`src/rtl/irq_arb_pkg.sv`:
```
package irq_arb_pkg;
  // Vector address of a slot: index scaled by the slot size in words.
  function automatic int unsigned slot_addr(input int unsigned idx, input int unsigned slot_words);
    return idx * slot_words;
  endfunction
endpackage

```
`src/rtl/irq_rst_sync.sv`:
```
module irq_rst_sync (
  input  logic clk,
  input  logic arst_n,
  output logic srst_n
);
  logic [1:0] sync_q;

  always_ff @(posedge clk or negedge arst_n) begin
    if (!arst_n) sync_q <= 2'b00;
    else         sync_q <= {sync_q[0], 1'b1};
  end

  assign srst_n = sync_q[1];
endmodule

```
`src/rtl/irq_pending_bank.sv`:
```
module irq_pending_bank #(
  parameter int unsigned WIDTH = 9
) (
  input  logic             clk,
  input  logic             rst_n,
  input  logic [WIDTH-1:0] set_i,
  input  logic [WIDTH-1:0] clr_i,
  output logic [WIDTH-1:0] pend_d,
  output logic [WIDTH-1:0] pend_q
);
  // Clear wins over a new request in the same cycle; a held line re-pends next edge.
  always_comb begin
    pend_d = (pend_q | set_i) & ~clr_i;
  end

  for (genvar i = 0; i < WIDTH; i++) begin : g_bit
    logic bit_en;
    assign bit_en = set_i[i] | clr_i[i];

    always_ff @(posedge clk or negedge rst_n) begin
      if (!rst_n)      pend_q[i] <= 1'b0;
      else if (bit_en) pend_q[i] <= pend_d[i];
    end

    // a pending bit is only dropped by a clear for that bit
    assert_pending_held_R4: assert property (@(posedge clk) disable iff (!rst_n)
      (pend_q[i] && !clr_i[i]) |=> pend_q[i]);
  end
endmodule

```
`src/rtl/irq_prio_encoder.sv`:
```
module irq_prio_encoder #(
  parameter int unsigned WIDTH = 9,
  localparam int unsigned IW   = (WIDTH > 1) ? $clog2(WIDTH) : 1
) (
  input  logic [WIDTH-1:0] req_i,
  output logic             any_o,
  output logic [WIDTH-1:0] gnt_o,
  output logic [IW-1:0]    idx_o
);
  logic [WIDTH:0] below;   // below[i]: some request at an index lower than i

  assign below[0] = 1'b0;
  for (genvar i = 0; i < WIDTH; i++) begin : g_chain
    assign below[i+1] = below[i] | req_i[i];
    assign gnt_o[i]   = req_i[i] & ~below[i];
  end

  assign any_o = below[WIDTH];

  always_comb begin
    idx_o = '0;
    for (int i = 0; i < WIDTH; i++) begin
      if (gnt_o[i]) idx_o = idx_o | IW'(i);
    end
  end
endmodule

```
`src/rtl/irq_gie_ctrl.sv`:
```
module irq_gie_ctrl (
  input  logic clk,
  input  logic rst_n,
  input  logic force_clr_i,
  input  logic accept_i,
  input  logic sw_clr_i,
  input  logic sw_set_i,
  input  logic reti_i,
  output logic gie_d,
  output logic gie_q
);
  logic gie_en;

  always_comb begin
    if (force_clr_i)              gie_d = 1'b0;
    else if (accept_i)            gie_d = 1'b0;
    else if (sw_clr_i)            gie_d = 1'b0;
    else if (sw_set_i || reti_i)  gie_d = 1'b1;
    else                          gie_d = gie_q;
  end

  assign gie_en = force_clr_i | accept_i | sw_clr_i | sw_set_i | reti_i;

  always_ff @(posedge clk or negedge rst_n) begin
    if (!rst_n)      gie_q <= 1'b0;
    else if (gie_en) gie_q <= gie_d;
  end

  // return restores the flag when nothing stronger coincides
  assert_reti_restores_R7: assert property (@(posedge clk) disable iff (!rst_n)
    (reti_i && !force_clr_i && !accept_i && !sw_clr_i) |=> gie_q);
  // acceptance beats a same-cycle set or return
  assert_accept_wins_R11: assert property (@(posedge clk) disable iff (!rst_n)
    accept_i |=> !gie_q);
endmodule

```
`src/rtl/irq_vector_arbiter.sv`:
```
module irq_vector_arbiter #(
  parameter int unsigned NUM_SRC    = 8,
  parameter int unsigned SLOT_WORDS = 2,
  parameter int unsigned VEC_W      = 8
) (
  input  logic               clk,
  input  logic               rst_n,
  input  logic               sys_rst_req,
  input  logic [NUM_SRC-1:0] irq_req,
  input  logic               mask_we,
  input  logic [NUM_SRC-1:0] mask_wdata,
  input  logic               gie_set,
  input  logic               gie_clr,
  input  logic               reti,
  input  logic               irq_ack,
  output logic               irq_valid,
  output logic [VEC_W-1:0]   irq_vector,
  output logic               gie,
  output logic [NUM_SRC-1:0] irq_mask
);
  import irq_arb_pkg::*;

  localparam int unsigned SLOTS = NUM_SRC + 1;
  localparam int unsigned IW    = (SLOTS > 1) ? $clog2(SLOTS) : 1;

  logic               srst_n;
  logic [SLOTS-1:0]   pend_set, pend_clr, pend_d, pend_q;
  logic [SLOTS-1:0]   elig, gnt_d, gnt_q;
  logic [IW-1:0]      idx_d;
  logic               any_d, valid_q;
  logic [VEC_W-1:0]   vec_d, vec_q;
  logic [NUM_SRC-1:0] mask_d, mask_q;
  logic               mask_en, force_clr, accept, gie_d, gie_q;

  irq_rst_sync u_rst (
    .clk    (clk),
    .arst_n (rst_n),
    .srst_n (srst_n)
  );

  // Slot 0 is the reset request; slot k+1 is irq_req[k].
  assign accept    = irq_ack & valid_q;
  assign force_clr = sys_rst_req | pend_q[0];
  assign pend_set  = {irq_req, sys_rst_req};
  assign pend_clr  = accept ? gnt_q : '0;

  irq_pending_bank #(.WIDTH(SLOTS)) u_pend (
    .clk    (clk),
    .rst_n  (srst_n),
    .set_i  (pend_set),
    .clr_i  (pend_clr),
    .pend_d (pend_d),
    .pend_q (pend_q)
  );

  irq_gie_ctrl u_gie (
    .clk         (clk),
    .rst_n       (srst_n),
    .force_clr_i (force_clr),
    .accept_i    (accept),
    .sw_clr_i    (gie_clr),
    .sw_set_i    (gie_set),
    .reti_i      (reti),
    .gie_d       (gie_d),
    .gie_q       (gie_q)
  );

  // Enable mask: reset request wipes it, otherwise software write.
  always_comb begin
    if (force_clr)    mask_d = '0;
    else if (mask_we) mask_d = mask_wdata;
    else              mask_d = mask_q;
  end
  assign mask_en = force_clr | mask_we;

  always_ff @(posedge clk or negedge srst_n) begin
    if (!srst_n)      mask_q <= '0;
    else if (mask_en) mask_q <= mask_d;
  end

  // Eligibility from next-state values so the presentation never lags an ack.
  assign elig = pend_d & {mask_d & {NUM_SRC{gie_d}}, 1'b1};

  irq_prio_encoder #(.WIDTH(SLOTS)) u_enc (
    .req_i (elig),
    .any_o (any_d),
    .gnt_o (gnt_d),
    .idx_o (idx_d)
  );

  always_comb begin
    vec_d = '0;
    if (any_d) vec_d = VEC_W'(slot_addr(int'(idx_d), SLOT_WORDS));
  end

  always_ff @(posedge clk or negedge srst_n) begin
    if (!srst_n) begin
      valid_q <= 1'b0;
      gnt_q   <= '0;
      vec_q   <= '0;
    end else begin
      valid_q <= any_d;
      gnt_q   <= gnt_d;
      vec_q   <= vec_d;
    end
  end

  assign irq_valid  = valid_q;
  assign irq_vector = vec_q;
  assign gie        = gie_q;
  assign irq_mask   = mask_q;

  // a maskable slot is only presented with the flag and its enable set
  assert_gated_by_flag_R2: assert property (@(posedge clk) disable iff (!srst_n)
    (valid_q && !gnt_q[0]) |-> (gie_q && |(gnt_q[SLOTS-1:1] & mask_q)));
  // exactly one slot is granted while presenting
  assert_single_grant_R3: assert property (@(posedge clk) disable iff (!srst_n)
    valid_q |-> $onehot(gnt_q));
  // acceptance drops the flag on the same edge
  assert_ack_clears_flag_R5: assert property (@(posedge clk) disable iff (!srst_n)
    accept |=> !gie_q);
  // reset request forces vector 0 and clears mask and flag
  assert_reset_vector_R8: assert property (@(posedge clk) disable iff (!srst_n)
    sys_rst_req |=> (valid_q && vec_q == '0 && mask_q == '0 && !gie_q));
  // an acknowledge with nothing presented leaves the flag alone
  assert_idle_ack_R10: assert property (@(posedge clk) disable iff (!srst_n)
    (irq_ack && !valid_q && !sys_rst_req && !pend_q[0] && !gie_set && !gie_clr && !reti)
      |=> $stable(gie_q));
endmodule

```
`config.mk`:
```
export PLATFORM = sky130hd
export DESIGN_NAME = irq_vector_arbiter
export DESIGN_NICKNAME = d
export VERILOG_FILES = /design/src/rtl/irq_arb_pkg.sv /design/src/rtl/irq_rst_sync.sv /design/src/rtl/irq_pending_bank.sv /design/src/rtl/irq_prio_encoder.sv /design/src/rtl/irq_gie_ctrl.sv /design/src/rtl/irq_vector_arbiter.sv
export SDC_FILE = /design/constraint.sdc
export NUM_CORES = 1
export LEC_CHECK = 0
export CAP_MARGIN = 30
export CORE_AREA = 2 2 60 62
export CTS_BUF_LIST = sky130_fd_sc_hd__clkbuf_4
export DETAILED_ROUTE_END_ITERATION = 16
export DIE_AREA = 0 0 62 64
export PLACE_DENSITY_LB_ADDON = 0.1
export SLEW_MARGIN = 20
export SYNTH_ARGS = -nofsm -noshare
export SYNTH_HDL_FRONTEND = slang
export SYNTH_SLANG_ARGS = --single-unit
```
`constraint.sdc`:
```
create_clock -name clk -period 1.1 [get_ports clk]
set_input_delay 0.22 -clock clk [delete_from_list [all_inputs] [get_ports clk]]
set_output_delay 0.22 -clock clk [all_outputs]
set_load 0.005 [all_outputs]
```
Word-level counts from Yosys, hierarchy flattened
Index checks and enable logic that the tools add are counted.
{"block": "classes", "n_addsub": 0, "mul": 0, "div_mod_pow": 0, "order_cmp": 0, "n_eq_ne": 0, "n_shift": 0, "mux": 16, "bitwise": 45, "reduce_logical": 1}
{"op": "OR 1 bit", "n": 23}
{"op": "bitwise AND 9 bit", "n": 2}
{"op": "2-to-1 mux 8 bit", "n": 2}
{"op": "2-to-1 mux 3 bit", "n": 4}
{"op": "bitwise AND 1 bit", "n": 9}
{"op": "2-to-1 mux 9 bit", "n": 1}
{"op": "NOT 9 bit", "n": 1}
{"op": "OR 9 bit", "n": 1}
{"op": "bitwise AND 8 bit", "n": 1}
{"op": "NOT 1 bit", "n": 8}
{"op": "2-to-1 mux 1 bit", "n": 5}
{"op": "2-to-1 mux 5 bit", "n": 1}
{"op": "2-to-1 mux 2 bit", "n": 2}
{"op": "2-to-1 mux 4 bit", "n": 1}
{"op": "logical OR 1 bit", "n": 1}
{"block": "totals", "register_bits": 38, "latch_bits": 0, "ram_bits": 0, "mem_bits_ro": 0, "input_bits": 24, "output_inout_bits": 18, "wordCells": 77, "n_memories": 0}

Longest topological paths before layout
{"block": "logic_depth", "ltp_word": 18, "depth_mapped": 7, "ltp_nobuf": 7}

Hierarchy
Synthesis repeated with hierarchy kept, for this count alone.
{"block": "hier_totals", "cells_unflattened": 126, "area_unflattened_um2": 1591.5}
{"module": "irq_vector_arbiter", "n_inst": 1, "cells_each": 69, "area_each_um2": 925.9, "seq_area_each_um2": 550.5}
{"module": "irq_pending_bank", "n_inst": 1, "cells_each": 27, "area_each_um2": 405.4, "seq_area_each_um2": 225.2}
{"module": "irq_prio_encoder", "n_inst": 1, "cells_each": 23, "area_each_um2": 163.9, "seq_area_each_um2": 0.0}
{"module": "irq_rst_sync", "n_inst": 1, "cells_each": 3, "area_each_um2": 53.8, "seq_area_each_um2": 50.0}
{"module": "irq_gie_ctrl", "n_inst": 1, "cells_each": 4, "area_each_um2": 42.5, "seq_area_each_um2": 25.0}

Worst setup path before layout
No wires, ideal clock.
{"block": "synth_path", "kind": "register -> register", "from": "reg u_gie.gie_q", "to": "reg gnt_q[6]", "setup_ns": 0.095, "arrival_ns": 1.452, "t_required_ns": 1.005, "setup_slack_ns": -0.447, "path_stages_with_launch": 8, "n_path_buf": 0, "period_less_slack_ns": 1.547, "cell_sequence": "dfrtp_1 -> or3_1 -> and2_4 -> nand2_8 -> inv_4 -> a31oi_4 -> nand2_4 -> nor4b_2"}
{"block": "synth_between", "elab_chain_len": 13}
{"element": "start, declared", "line_no": "irq_gie_ctrl.sv:10", "rtl": "output logic gie_q"}
{"element": "start signal, assigned", "line_no": "irq_gie_ctrl.sv:26", "rtl": "else if (gie_en) gie_q <= gie_d;"}
{"element": "2-to-1 mux 1 bit *", "line_no": "irq_gie_ctrl.sv:18", "rtl": "else if (sw_set_i || reti_i) gie_d = 1'b1;"}
{"element": "2-to-1 mux 1 bit *", "line_no": "irq_gie_ctrl.sv:17", "rtl": "else if (sw_clr_i) gie_d = 1'b0;"}
{"element": "2-to-1 mux 1 bit *", "line_no": "irq_gie_ctrl.sv:16", "rtl": "else if (accept_i) gie_d = 1'b0;"}
{"element": "2-to-1 mux 1 bit *", "line_no": "irq_gie_ctrl.sv:15", "rtl": "if (force_clr_i) gie_d = 1'b0;"}
{"element": "bitwise AND 8 bit *", "line_no": "irq_vector_arbiter.sv:82", "rtl": "assign elig = pend_d & {mask_d & {NUM_SRC{gie_d}}, 1'b1};"}
{"element": "bitwise AND 9 bit *", "line_no": "irq_vector_arbiter.sv:82"}
{"element": "OR 1 bit (5 in a row)", "line_no": "irq_prio_encoder.sv:14", "rtl": "assign below[i+1] = below[i] | req_i[i];"}
{"element": "NOT 1 bit", "line_no": "irq_prio_encoder.sv:15", "rtl": "assign gnt_o[i] = req_i[i] & ~below[i];"}
{"element": "bitwise AND 1 bit *", "line_no": "irq_prio_encoder.sv:15"}
{"element": "net gnt_d[6]", "line_no": "irq_vector_arbiter.sv:28", "rtl": "logic [SLOTS-1:0] elig, gnt_d, gnt_q;"}
{"element": "end signal, assigned", "line_no": "irq_vector_arbiter.sv:103", "rtl": "gnt_q <= gnt_d;"}
{"element": "end, declared", "line_no": "irq_vector_arbiter.sv:28"}
The timed path passes the listed nets; every way through them passes the cells marked *.
A chain may end at the register's enable or synchronous reset.

Final worst setup path
{"block": "layout_path", "from": "reg u_gie.gie_q", "to": "reg vec_q[3] (netlist: irq_vector[3])"}
{"block": "layout_between", "elab_chain_len": 17, "word_cells_on_any_way": 28, "cone_classes": "mux: 10; bitwise: 18"}
{"element": "2-to-1 mux 1 bit *", "line_no": "irq_gie_ctrl.sv:18"}
{"element": "2-to-1 mux 1 bit *", "line_no": "irq_gie_ctrl.sv:17"}
{"element": "2-to-1 mux 1 bit *", "line_no": "irq_gie_ctrl.sv:16"}
{"element": "2-to-1 mux 1 bit *", "line_no": "irq_gie_ctrl.sv:15"}
{"element": "bitwise AND 8 bit *", "line_no": "irq_vector_arbiter.sv:82"}
{"element": "bitwise AND 9 bit *", "line_no": "irq_vector_arbiter.sv:82"}
{"element": "OR 1 bit (3 in a row)", "line_no": "irq_prio_encoder.sv:14"}
{"element": "NOT 1 bit or OR 1 bit (tied branches)", "line_no": "irq_prio_encoder.sv:15, irq_prio_encoder.sv:14"}
{"element": "bitwise AND 1 bit, or another cell as far along", "line_no": "irq_prio_encoder.sv:15"}
{"element": "2-to-1 mux 3 bit, or another cell as far along (2 in a row)", "line_no": "irq_prio_encoder.sv:23", "rtl": "if (gnt_o[i]) idx_o = idx_o | IW'(i);"}
{"element": "2-to-1 mux 3 bit or bitwise AND 1 bit (tied branches)", "line_no": "irq_prio_encoder.sv:23, irq_prio_encoder.sv:15"}
{"element": "2-to-1 mux 3 bit", "line_no": "irq_prio_encoder.sv:23"}
{"element": "2-to-1 mux 4 bit", "line_no": "irq_prio_encoder.sv:23"}
{"element": "2-to-1 mux 5 bit *", "line_no": "irq_vector_arbiter.sv:93", "rtl": "if (any_d) vec_d = VEC_W'(slot_addr(int'(idx_d), SLOT_WORDS));"}
{"element": "net vec_d[3]", "line_no": "irq_vector_arbiter.sv:31", "rtl": "logic [VEC_W-1:0] vec_d, vec_q;"}
{"element": "end signal, assigned", "line_no": "irq_vector_arbiter.sv:104", "rtl": "vec_q <= vec_d;"}
{"element": "end, declared", "line_no": "irq_vector_arbiter.sv:31"}
Marked as above.

==> results.yml <==
cells_and_area:
  final_common_cell: "dfrtp_1"
  drive_gt1_frac: 0.497
  antennaDiodeCount: 0
  multi_input_area_um2: 688
  stdcell_count: 243
  seq_area_um2: 826
  fin_area_um2: 2340
  final_util: 0.712
  area_growth_pct: 70.0
  final_cell_mix: "dfrtp_1 (33), buf_4 (24), clkdlybuf4s50_1 (22)"
  nets: 220
  fillers: 256
grt:
  grt_max_degree: 32
  track_usage: 0.190
  grt_antenna_before_repair: 0
  grt_pass1_vias: 1162
  grt_overflow: 0
  grt_pass1_wl_um: 5310
pwr:
  peakVddDrop_mv: 0.763
  leakage_nw: 1.02
  power_density_nw_per_um2: 1390
  power_mw: 3.25
clock_network:
  cts_buffers: 5
  ctsLongestPathBuffers: 2
  root_buffer: "clkbuf_4"
  h-tree-depth: 2
  cts_tree: "done"
  worstSkewPairLatency_ps: 330
  cts_sinks: 33
  clkSlewWorstSetupHoldPaths_ps: 90
critical_path:
  crit_chain: "or3_1 -> and2_4 -> nand2_8 -> inv_8 -> a31oi_4 -> nand2_4 -> buf_4 -> nor2_2"
  rrSetupSlack_ps: -510
  reg2reg_depth: 8
  crit_start: "u_gie.gie_q"
  crit_path_start_kind: "register"
  critPathKind: "reg2reg"
  cp-end-kind: "register"
  r2r-start: "u_gie.gie_q"
  slowest_stage: "dfrtp_1"
  r2r-end: "irq_vector[3]"
  crit_family: "simple AND/OR/NAND/NOR gates"
  crit_required_ps: 1360
  crit_fanout: 7
  arrival_ps: 1870
  crit_buf_inv: 2
  slowest_delay_ps: 380
placed_design:
  post-dp-hpwl_um: 2390
  gp_congestion: 0.806
  dp_cells: 227
  postPlaceCellArea_um2: 2050
  io_buffers: 37
  dp_worst_setup_slack_ps: -896
synth:
  ys.flop_type: "dfrtp_1"
  seq_area_frac_synth: 0.600
  synth_seq_cells: 33
  yosys_warnings: 0
  syn_inst: 119
  synth.cell_area_um2: 1380
  ys_types: 33
  avgSynthCellArea_um2: 11.6
  synth_enable_flop_cells: 0
  synth-async-reset-ratio: 1.00
die:
  initial_core_util: 0.419
  die-height_um: 64
  dieWidth_um: 62
  io_pins: 42
  core_um2: 3280
  rows: 21
  dieArea_um2: 3970
drt:
  ant_nets: 0
  drtIter0Drc: 37
  dr_wl_met3_um: 156
  top_layer_used: "met4"
  vias: 1140
  wl_um: 3280
  first_pass_iters: 4
  avgViaCountPerCell: 4.69
  drcViolationCount: 0
  wl_met2_um: 1750
  met1_length_um: 1280
  wire_per_inst_um: 13.5
sta:
  max_freq_mhz: 622
  setup_viol: 24
  skew_ps: 5.66
  hold_ws_ps: 42.4
  hold_viol: 0
  fin_crit_ps: 1610
  report.final.slew_viol_count: 0
  period_share: 1.46
  rsz0062_at_grt: "yes"
  tns_ps: -6470
  fin_ws_ps: -507
run:
  maxCapViolCount: 0
hold_path:
  min_path_type: "in2async"
status:
  violations: "setup timing"
  status: "complete, but fails checks"
[report_power, final]
part | internal (mW) | switching [mW] | leakage, nW | total [mW]
clock network | 0.328 | 0.365 | 0.0368 | 0.693
logic | 0.634 | 0.564 | 0.583 | 1.20
registers | 1.31 | 0.0513 | 0.403 | 1.36
[worst reg2reg max path, stage by stage (launching register included)]
cell,delay (ps)
dfrtp_1,380
or3_1,300
and2_4,170
nand2_8,80
inv_8,40
a31oi_4,220
nand2_4,120
buf_4,150
nor2_2,90
[worst max-delay path by stage]
stage                          to  slack (ps)  depth (start not counted)
floorplan                gnt_q[6]        -440                          7
global placement         gnt_q[8]        -920                          7
detailed placement       gnt_q[8]        -900                          7
CTS                      gnt_q[4]        -510                          7
global route             gnt_q[6]        -620                          7
finish              irq_vector[3]        -510                          8
[cell usage after synthesis (all sizes together) (4+ instances only)]
master	n	share of area
o21ai	4	0.020
mux2i	8	0.061
a21oi	11	0.040
nor3	5	0.018
nand2	6	0.034
dfrtp	33	0.60
buf	8	0.043
nor2	22	0.060
[what timing repair did]
| action | 4_1_cts | 5_1_grt |
|---|---|---|
| pin swaps | 1 | 12 |
| endpoints found under the setup margin | 35 | 33 |
| hold buffers | 0 | 0 |
| resized for setup | 81 | 28 |
| buffers inserted | 5 | 6 |
[cell families after synthesis]
logic type             synth area share
buffers and inverters            0.0500
flip-flops                        0.600
other                           0.00546
AND/OR/NAND/NOR                   0.185
AO/OA/AOI/OAI                    0.0991
multiplexers                     0.0609
[metal layers]
metal / track usage / vias to the layer above
li1: - / 554
met1: 0.231 / 545
met2: 0.296 / 31
met3: 0.0526 / 10
met4: 0.104 / 0
met5: 0 / -
[flip-flops by register name, summed over array words and instances, names as in the netlist]
| signal | count |
|---|---|
| irq_valid | 1 |
| irq_mask | 8 |
| irq_vector | 3 |
| u_rst.sync_q | 2 |
| u_pend.pend_q | 9 |
| u_gie.gie_q | 1 |
| gnt_q | 9 |
[layout make-up]
class | count | area share
Timing Repair Buffer | 75 | 0.296
Tap cell | 46 | 0.0246
Clock buffer | 8 | 0.0257
Multi-Input combinational cell | 79 | 0.294
Sequential cell | 33 | 0.353
Inverter | 2 | 0.00642
Power figures use the tool's default switching activity.
